[config.mk]
export PLATFORM = sky130hd
export DESIGN_NAME = toggle_poller
export DESIGN_NICKNAME = d
export VERILOG_FILES = /design/src/rtl/tbp_pkg.sv /design/src/rtl/tbp_status_eval.sv /design/src/rtl/tbp_poll_limit.sv /design/src/rtl/tbp_bus_drive.sv /design/src/rtl/toggle_poller.sv
export SDC_FILE = /design/constraint.sdc
export NUM_CORES = 1
export LEC_CHECK = 0
export CAP_MARGIN = 15
export CORE_MARGIN = 2
export CORE_UTILIZATION = 31
export CTS_CLUSTER_DIAMETER = 40
export DETAILED_ROUTE_END_ITERATION = 12
export GPL_TIMING_DRIVEN = 0
export SLEW_MARGIN = 20
export SYNTH_ARGS = -nofsm -noshare
export SYNTH_HDL_FRONTEND = slang
export SYNTH_HIERARCHICAL = 1
export SYNTH_SLANG_ARGS = --single-unit
[constraint.sdc]
create_clock -name clk -period 4.2 [get_ports clk]
set_clock_uncertainty 0.15 [all_clocks]
set_input_delay 0.63 -clock clk [delete_from_list [all_inputs] [get_ports clk]]
set_output_delay 0.63 -clock clk [all_outputs]
set_load 0.03 [all_outputs]
[src/rtl/tbp_pkg.sv]
// Package: shared types for the toggle-bit completion poller.
// Assumes nothing beyond being compiled before the modules that import it.
package tbp_pkg;

    typedef enum logic [2:0] {
        ST_IDLE  = 3'd0,
        ST_RD1   = 3'd1,
        ST_RD2   = 3'd2,
        ST_CHK1  = 3'd3,
        ST_CHK2  = 3'd4,
        ST_EXIT  = 3'd5
    } tbp_state_e;

    typedef enum logic [1:0] {
        BUS_NONE  = 2'd0,
        BUS_READ  = 2'd1,
        BUS_WRITE = 2'd2
    } tbp_bus_op_e;

endpackage

[src/rtl/tbp_status_eval.sv]
// Module: tbp_status_eval
// Compares the stored toggle bit of the first read with the same bit of the
// second read, and reports whether either flag bit of the second read is set.
// Assumes the second read word is valid only in the acknowledge cycle; the
// caller qualifies the outputs with that cycle.
module tbp_status_eval #(
    parameter int DATA_W     = 16,
    parameter int TOGGLE_BIT = 6,
    parameter int FLAG_HI    = 5,
    parameter int FLAG_LO    = 3
) (
    input  logic              prev_tog_i,
    input  logic [DATA_W-1:0] stat_i,
    output logic              toggled_o,
    output logic              flag_o
);

    logic unused_bits;

    // Toggle comparison and flag detection on the newer status word.
    always_comb begin
        toggled_o = prev_tog_i ^ stat_i[TOGGLE_BIT];
        flag_o    = stat_i[FLAG_HI] | stat_i[FLAG_LO];
    end

    // Remaining status bits play no part in the decision.
    assign unused_bits = ^stat_i;

endmodule

[src/rtl/tbp_poll_limit.sv]
// Module: tbp_poll_limit
// Counts consecutive poll pairs that ended "still busy, no flag". Raises
// expired_o on the step that would be pair number MAX_POLLS.
// Assumes clear_i and step_i are never high together.
module tbp_poll_limit #(
    parameter int MAX_POLLS = 1000
) (
    input  logic clk,
    input  logic rst_n,
    input  logic clear_i,
    input  logic step_i,
    output logic expired_o
);

    localparam int CNT_W = $clog2(MAX_POLLS + 1);
    localparam logic [CNT_W-1:0] LAST = CNT_W'(MAX_POLLS - 1);

    logic [CNT_W-1:0] cnt_q;

    // Poll pair counter, cleared at each accepted start.
    always_ff @(posedge clk) begin
        if (!rst_n) begin
            cnt_q <= '0;
        end else if (clear_i) begin
            cnt_q <= '0;
        end else if (step_i && (cnt_q != LAST)) begin
            cnt_q <= cnt_q + 1'b1;
        end
    end

    // Limit reached on this step.
    assign expired_o = step_i && (cnt_q == LAST);

endmodule

[src/rtl/tbp_bus_drive.sv]
// Module: tbp_bus_drive
// Turns the requested bus operation into request, direction, address and
// write data. Assumes the op input is steady until acknowledged.
module tbp_bus_drive
    import tbp_pkg::*;
#(
    parameter int ADDR_W = 20,
    parameter int DATA_W = 16,
    parameter logic [ADDR_W-1:0] STAT_ADDR = '0,
    parameter logic [ADDR_W-1:0] EXIT_ADDR = '0,
    parameter logic [DATA_W-1:0] EXIT_CMD  = '0
) (
    input  tbp_bus_op_e       op_i,
    output logic              req_o,
    output logic              we_o,
    output logic [ADDR_W-1:0] addr_o,
    output logic [DATA_W-1:0] wdata_o
);

    // Decode the operation to bus signals.
    always_comb begin
        req_o   = 1'b0;
        we_o    = 1'b0;
        addr_o  = '0;
        wdata_o = '0;
        case (op_i)
            BUS_READ: begin
                req_o  = 1'b1;
                addr_o = STAT_ADDR;
            end
            BUS_WRITE: begin
                req_o   = 1'b1;
                we_o    = 1'b1;
                addr_o  = EXIT_ADDR;
                wdata_o = EXIT_CMD;
            end
            default: begin
                req_o = 1'b0;
            end
        endcase
    end

endmodule

[src/rtl/toggle_poller.sv]
// Module: toggle_poller (top)
// Decides when a flash program/erase has ended by reading status twice per
// step and comparing the toggle bit. If flags show up, it rechecks once.
// On failure, and on success when requested at start, it writes the exit
// command. Assumes bus_ack_i comes only while bus_req_o is high and lasts
// one cycle per transaction.
module toggle_poller
    import tbp_pkg::*;
#(
    parameter int ADDR_W     = 20,
    parameter int DATA_W     = 16,
    parameter int TOGGLE_BIT = 6,
    parameter int FLAG_HI    = 5,
    parameter int FLAG_LO    = 3,
    parameter int MAX_POLLS  = 1000,
    parameter logic [ADDR_W-1:0] STAT_ADDR = '0,
    parameter logic [ADDR_W-1:0] EXIT_ADDR = 20'h00555,
    parameter logic [DATA_W-1:0] EXIT_CMD  = 16'h00F0
) (
    input  logic              clk,
    input  logic              rst_n,
    input  logic              start_i,
    input  logic              exit_on_pass_i,
    output logic              bus_req_o,
    output logic              bus_we_o,
    output logic [ADDR_W-1:0] bus_addr_o,
    output logic [DATA_W-1:0] bus_wdata_o,
    input  logic              bus_ack_i,
    input  logic [DATA_W-1:0] bus_rdata_i,
    output logic              done_o,
    output logic              pass_o,
    output logic              fail_o
);

    tbp_state_e  state_q, state_d;
    tbp_bus_op_e bus_op;
    logic        prev_tog_q;
    logic        cfg_q;
    logic        pend_pass_q;
    logic        done_q, pass_q, fail_q;

    logic        accept;
    logic        load_first;
    logic        conclude;
    logic        verdict;
    logic        set_pend;
    logic        pend_val;
    logic        step;
    logic        toggled, flag, expired;

    tbp_status_eval #(
        .DATA_W    (DATA_W),
        .TOGGLE_BIT(TOGGLE_BIT),
        .FLAG_HI   (FLAG_HI),
        .FLAG_LO   (FLAG_LO)
    ) u_eval (
        .prev_tog_i(prev_tog_q),
        .stat_i    (bus_rdata_i),
        .toggled_o (toggled),
        .flag_o    (flag)
    );

    tbp_poll_limit #(
        .MAX_POLLS(MAX_POLLS)
    ) u_limit (
        .clk      (clk),
        .rst_n    (rst_n),
        .clear_i  (accept),
        .step_i   (step),
        .expired_o(expired)
    );

    tbp_bus_drive #(
        .ADDR_W   (ADDR_W),
        .DATA_W   (DATA_W),
        .STAT_ADDR(STAT_ADDR),
        .EXIT_ADDR(EXIT_ADDR),
        .EXIT_CMD (EXIT_CMD)
    ) u_bus (
        .op_i   (bus_op),
        .req_o  (bus_req_o),
        .we_o   (bus_we_o),
        .addr_o (bus_addr_o),
        .wdata_o(bus_wdata_o)
    );

    // Bus operation requested by the current state.
    always_comb begin
        case (state_q)
            ST_RD1, ST_RD2, ST_CHK1, ST_CHK2: bus_op = BUS_READ;
            ST_EXIT:                          bus_op = BUS_WRITE;
            default:                          bus_op = BUS_NONE;
        endcase
    end

    // Start is accepted only while idle.
    assign accept = (state_q == ST_IDLE) && start_i;

    // Next-state and verdict decisions.
    always_comb begin
        state_d    = state_q;
        load_first = 1'b0;
        conclude   = 1'b0;
        verdict    = 1'b0;
        set_pend   = 1'b0;
        pend_val   = 1'b0;
        step       = 1'b0;
        case (state_q)
            ST_IDLE: begin
                if (start_i) state_d = ST_RD1;
            end
            ST_RD1: begin
                if (bus_ack_i) begin
                    load_first = 1'b1;
                    state_d    = ST_RD2;
                end
            end
            ST_RD2: begin
                if (bus_ack_i) begin
                    if (!toggled) begin
                        if (cfg_q) begin
                            set_pend = 1'b1;
                            pend_val = 1'b1;
                            state_d  = ST_EXIT;
                        end else begin
                            conclude = 1'b1;
                            verdict  = 1'b1;
                            state_d  = ST_IDLE;
                        end
                    end else if (flag) begin
                        state_d = ST_CHK1;
                    end else begin
                        step = 1'b1;
                        if (expired) begin
                            set_pend = 1'b1;
                            state_d  = ST_EXIT;
                        end else begin
                            state_d = ST_RD1;
                        end
                    end
                end
            end
            ST_CHK1: begin
                if (bus_ack_i) begin
                    load_first = 1'b1;
                    state_d    = ST_CHK2;
                end
            end
            ST_CHK2: begin
                if (bus_ack_i) begin
                    if (!toggled && !cfg_q) begin
                        conclude = 1'b1;
                        verdict  = 1'b1;
                        state_d  = ST_IDLE;
                    end else begin
                        set_pend = 1'b1;
                        pend_val = !toggled;
                        state_d  = ST_EXIT;
                    end
                end
            end
            ST_EXIT: begin
                if (bus_ack_i) begin
                    conclude = 1'b1;
                    verdict  = pend_pass_q;
                    state_d  = ST_IDLE;
                end
            end
            default: state_d = ST_IDLE;
        endcase
    end

    // State, captured toggle bit, configuration and pending verdict.
    always_ff @(posedge clk) begin
        if (!rst_n) begin
            state_q     <= ST_IDLE;
            prev_tog_q  <= 1'b0;
            cfg_q       <= 1'b0;
            pend_pass_q <= 1'b0;
        end else begin
            state_q <= state_d;
            if (accept)     cfg_q       <= exit_on_pass_i;
            if (load_first) prev_tog_q  <= bus_rdata_i[TOGGLE_BIT];
            if (set_pend)   pend_pass_q <= pend_val;
        end
    end

    // Result outputs: one-cycle done, held pass/fail cleared at start.
    always_ff @(posedge clk) begin
        if (!rst_n) begin
            done_q <= 1'b0;
            pass_q <= 1'b0;
            fail_q <= 1'b0;
        end else begin
            done_q <= conclude;
            if (accept) begin
                pass_q <= 1'b0;
                fail_q <= 1'b0;
            end else if (conclude) begin
                pass_q <= verdict;
                fail_q <= !verdict;
            end
        end
    end

    assign done_o = done_q;
    assign pass_o = pass_q;
    assign fail_o = fail_q;

endmodule

* After elaboration in Yosys (flattened, before gate mapping)
Index checks and enable logic that the tools add are counted.
Operators by class: add/subtract/negate cells 1, equal/unequal tests 15, mux-type cells 44, bitwise gates (word level) 3, reduce and logical (&&, ||, !) cells 13
Operator list (count):
- $mux 3 | 11
- $mux 1 | 25
- $pmux 3 s6 | 1
- $ne 2x2->1 const B | 6
- $mux 11 | 1
- $add 10x1->10 const B | 1
- $eq 10x10->1 const B | 1
- $ne 10x10->1 const B | 1
- $mux 8 | 1
- $eq 3x2->1 const B | 2
- $eq 3x3->1 const B | 2
- $pmux 1 s3 | 2
- $reduce_and 6->1 | 1
- $reduce_or 2->1 | 3
- $logic_and 1x1->1 | 4
- $pmux 1 s2 | 2
- $pmux 2 s2 | 1
- $reduce_or 4->1 | 1
- $eq 3x1->1 const B | 1
- $logic_not 1->1 | 3
- $logic_not 3->1 | 1
- $eq 2x1->1 const B | 1
- $eq 2x2->1 const B | 1
- $not 1->1 | 1
- 2 further kinds | 2
Storage, ports and cells: flip-flop bits (word level) 19, input bits 21, output and inout port bits 41, word-level logic and storage cells 84

* Longest topological paths before layout
depth after elaboration 11, depth in mapped cells 10, depth with buffers taken out 8

* Cells and area by module
The synthesis kept the hierarchy.
Modules (own cells, without submodules):
- toggle_poller | instances 1, cells each 70, area each 583.1 µm², sequential area each 180.2 µm²
- tbp_poll_limit | instances 1, cells each 65, area each 575.6 µm², sequential area each 200.2 µm²
- tbp_bus_drive | instances 1, cells each 40, area each 294.0 µm², sequential area each 0.0 µm²
- tbp_status_eval | instances 1, cells each 2, area each 15.0 µm², sequential area each 0.0 µm²

* Least setup slack after synthesis
OpenSTA, ideal clock, no wires.
path kind input port to flip-flop, start in bus_rdata_i[6], end reg pend_pass_q, library setup time 0.119 ns, arrival time 2.223 ns, required time 3.931 ns, slack 1.708 ns, stages on the path 9, path buffers 1, path through xor2_1 inv_1 nor3_1 buf_2 and3_1 nand2b_1 a21boi_1 o21ai_0 o221a_1
Between the ends: word-level cells in the longest chain between the ends 10, elaborated cells between the ends (all ways) 19, those cells by class mux (15); bitwise (1); reduce/logical (3)
RTL lines:
- start, declared | RTL line toggle_poller.sv:29 | input logic [DATA_W-1:0] bus_rdata_i,
- $xor 1x1->1 | RTL line tbp_status_eval.sv:22 | toggled_o = prev_tog_i ^ stat_i[TOGGLE_BIT];
- $mux 1 | RTL line toggle_poller.sv:120 | if (!toggled) begin
- $mux 1 | RTL line toggle_poller.sv:119 | if (bus_ack_i) begin
- $mux 1 | RTL line toggle_poller.sv:108 | case (state_q)
- named net step | RTL line toggle_poller.sv:48 | logic step;
- $logic_and 1x1->1 | RTL line tbp_poll_limit.sv:32 | assign expired_o = step_i && (cnt_q == LAST);
- named net expired | RTL line toggle_poller.sv:49 | logic toggled, flag, expired;
- $mux 1 | RTL line toggle_poller.sv:134 | if (expired) begin
- $mux 1 | RTL line toggle_poller.sv:130 | end else if (flag) begin
- $mux 1 | RTL line toggle_poller.sv:120
- $mux 1 | RTL line toggle_poller.sv:119
- $pmux 1 s2 | RTL line toggle_poller.sv:108
- end signal, assigned | RTL line toggle_poller.sv:184 | if (set_pend) pend_pass_q <= pend_val;
- end, declared | RTL line toggle_poller.sv:39 | logic pend_pass_q;
The timed path passes the listed nets, and every way through them passes these cells. A chain may end at the register's enable or synchronous reset.

* Final worst setup path
start in bus_rdata_i[6], end reg pend_pass_q
Between the ends: word-level cells in the longest chain between the ends 10, elaborated cells between the ends (all ways) 19, those cells by class mux (15); bitwise (1); reduce/logical (3)
RTL lines (RTL line):
- $xor 1x1->1 | tbp_status_eval.sv:22
- named net toggled | toggle_poller.sv:49
- $mux 1 | toggle_poller.sv:120
- $mux 1 | toggle_poller.sv:119
- $mux 1 | toggle_poller.sv:108
- named net step | toggle_poller.sv:48
- $logic_and 1x1->1 | tbp_poll_limit.sv:32
- named net expired | toggle_poller.sv:49
- $mux 1 | toggle_poller.sv:134
- $mux 1 | toggle_poller.sv:130
- $mux 1 | toggle_poller.sv:120
- $mux 1 | toggle_poller.sv:119
- $pmux 1 s2 | toggle_poller.sv:108
The timed path passes the listed nets, and every way through them passes these cells.

==> impl_metrics.json <==
{
  "cts_buffers": 3,
  "antenna_found_initial": 0,
  "dieWidth_um": 72.8,
  "ys_async_sr_fraction": 0,
  "crit_fanout": 10,
  "io_pins": 62,
  "final_hold_viol_count": 0,
  "maxSlewViolCount": 0,
  "clkLatencyLatePin_ns": 0.26,
  "r2r-start": "prev_tog_q$_SDFFE_PN0P_",
  "yosysTopAreaCellShare": 0.259,
  "detail_route.wl_per_cell_um": 10.4,
  "r2r_cells": 9,
  "grt_usage": 0.108,
  "cts.sinks": 19,
  "maxSlewHeadroom": 0.585,
  "crit_path_end_kind": "flop",
  "final_nets": 251,
  "synthDistinctLibCells": 49,
  "yosysTopAreaCell": "dfxtp_1",
  "endpoint": "pend_pass_q$_SDFFE_PN0P_",
  "port_buffers": 21,
  "cts_tree": "done",
  "r2r_slack_ns": 1.60,
  "rr_endpoint": "pend_pass_q$_SDFFE_PN0P_",
  "ys_top_cells_by_area": "dfxtp_1 26%, buf_4 19%, a21oi_1 3.1%",
  "drc_errors": 0,
  "synth-main-ff-cell": "dfxtp_1",
  "startpoint": "bus_rdata_i[6]",
  "n_fill_cell": 488,
  "p_per_area_nw_per_um2": 230,
  "drt-pass1-iter-count": 4,
  "crit_type": "input port to flop",
  "coreArea_um2": 4630,
  "drt-total-wl_mm": 2.91,
  "rows": 25,
  "drtAntennaViolNets": 0,
  "synth_enable_flop_cells": 0,
  "worstPathArrival_ns": 3.12,
  "max_freq_mhz": 321,
  "syn_area_per_cell_um2": 8.29,
  "power_leakage_nw": 0.833,
  "grt-ovfl-total": 0,
  "cts_hold_buf": 0,
  "cts.repair.resized": 0,
  "cp-start-kind": "input port",
  "ys_top_cells_by_count": "37 x buf_4, 19 x dfxtp_1, 9 x a21oi_1",
  "grt_pass1_vias": 1055,
  "yosysSeqAreaShare": 0.259,
  "fin_setup_tns_ns": 0,
  "synth-seq-cells": 19,
  "worstPathRequired_ns": 4.21,
  "setup_viol": 0,
  "first_iter_violations": 52,
  "clkSlewWorstSetupHoldPaths_ns": 0.08,
  "drv_cap": 0,
  "grt_pass1_wl_mm": 4.57,
  "period_needed_ns": 3.12,
  "post_cts_buffers": 0,
  "num_vias": 1259,
  "grt_setup_unrepaired": "no",
  "synth_most_common_cell": "buf_4",
  "drive_gt1_frac": 0.242,
  "final_area_um2": 1890,
  "grt_max_degree": 13,
  "cts_buffer_depth": 2,
  "cts-htree-levels": 1,
  "syn_area_um2": 1470,
  "viasPerCell": 4.48,
  "cts-root-buf": "clkbuf_8",
  "antenna_cells": 0,
  "die_area_um2": 5300,
  "status": "complete, no violations",
  "peakVddDrop_mv": 0.101,
  "die_h_um": 72.8,
  "hold_path.class": "flop to flop",
  "start_util": 0.317,
  "worst_pin_slew_ns": 0.620,
  "placed_area_um2": 1840,
  "syn_inst": 177,
  "syn_to_final_growth_pct": 28.5,
  "yosys_warnings": 6,
  "hpwlAfterDp_mm": 2.14,
  "finalCritPeriodShare": 0.742,
  "gp_congestion": 0.768
}
area by class of cell:
class                           instances  area [µm²]  share of cell area
Clock inverter                          1        5.00             0.00265
Buffer                                 41         304               0.161
Tap cell                               54        67.6              0.0358
Clock buffer                            3        41.3              0.0219
Sequential cell                        19         380               0.202
Inverter                                8        30.0              0.0159
Timing Repair Buffer                   21         210               0.111
Multi-Input combinational cell        134         847               0.449
critical path: stages:
cell,delay [ns]
clkdlybuf4s50_1,0.49
xor2_1,0.44
inv_1,0.15
nor3_1,0.36
buf_2,0.28
and3_1,0.18
nand2b_1,0.07
a21boi_1,0.18
o21ai_0,0.10
o221a_1,0.25
power by group:
part	internal (mW)	switching, mW
registers	0.183	0.00222
clock network	0.0660	0.0647
logic	0.0441	0.0725
total	0.293	0.139
per-stage QoR:
stage	utilization	power (mW)	std cells	worst slack (ns)	hold slack, ns
6_report	0.407	0.433	281	1.08	0.353
3_5_place_dp	0.397	0.305	277	0.870	0.344
5_1_grt	0.407	0.453	281	0.951	0.378
4_1_cts	0.407	0.439	281	1.08	0.357
3_3_place_gp	0.397	0.305	277	0.872	0.323
2_1_floorplan	-	0.283	202	1.71	0.310
worst min path at each step:
stage / from / endpoint / slack (ns) / cells after the start
after floorplan: u_limit/cnt_q[9]$_SDFFE_PP0P_ / u_limit/cnt_q[9]$_SDFFE_PP0P_ / 0.31 / 2
after global placement: prev_tog_q$_SDFFE_PN0P_ / prev_tog_q$_SDFFE_PN0P_ / 0.32 / 2
after detailed placement: u_limit/cnt_q[9]$_SDFFE_PP0P_ / u_limit/cnt_q[9]$_SDFFE_PP0P_ / 0.34 / 2
after CTS: u_limit/cnt_q[9]$_SDFFE_PP0P_ / u_limit/cnt_q[9]$_SDFFE_PP0P_ / 0.36 / 2
after global routing: prev_tog_q$_SDFFE_PN0P_ / prev_tog_q$_SDFFE_PN0P_ / 0.38 / 2
final: u_limit/cnt_q[9]$_SDFFE_PP0P_ / u_limit/cnt_q[9]$_SDFFE_PP0P_ / 0.35 / 2
logic make-up (layout without fill, tap and decap cells):
logic type | after synthesis | after routing | synth area share
AO/OA/AOI/OAI | 37 | 37 | 0.174
XOR/XNOR | 4 | 4 | 0.0290
adder cells (fa/ha/maj) | 2 | 2 | 0.0170
buffers and inverters | 49 | 74 | 0.228
flip-flops | 19 | 19 | 0.259
multiplexers | 3 | 3 | 0.0239
other | 1 | 26 | 0.00256
AND/OR/NAND/NOR | 62 | 62 | 0.267
layout by cell type, fill, tap and decap left out, drive strengths merged, types with 4 or more instances in the layout:
master	synthesis	routed
buf	41	41
conb	1	26
clkdlybuf4s50	0	21
dfxtp	19	19
a21oi	9	9
nor2	9	9
nand3	9	9
inv	8	8
o21ai	8	8
nand2b	6	6
nand2	6	6
or4	6	6
nor2b	5	5
nor3	5	5
nand3b	4	4
o31ai	4	4
sequential cells by signal, summed over array words and instances, names as in the netlist:
| name | count |
|---|---|
| u_limit/cnt_q | 10 |
| done_o | 1 |
| cfg_q | 1 |
| state_q | 3 |
| fail_o | 1 |
| pend_pass_q | 1 |
| prev_tog_q | 1 |
| pass_o | 1 |
metal layers:
| layer | share of wire | wire length [µm] | global-route usage |
|---|---|---|---|
| met1 | 0.47 | 1360 | 0.135 |
| met2 | 0.46 | 1340 | 0.177 |
| met3 | 0.070 | 204 | 0.0387 |
| met4 | 0.0041 | 12 | 0.0267 |
| met5 | 0 | 0 | 0 |
No activity file was read; power rests on OpenSTA's default activity.
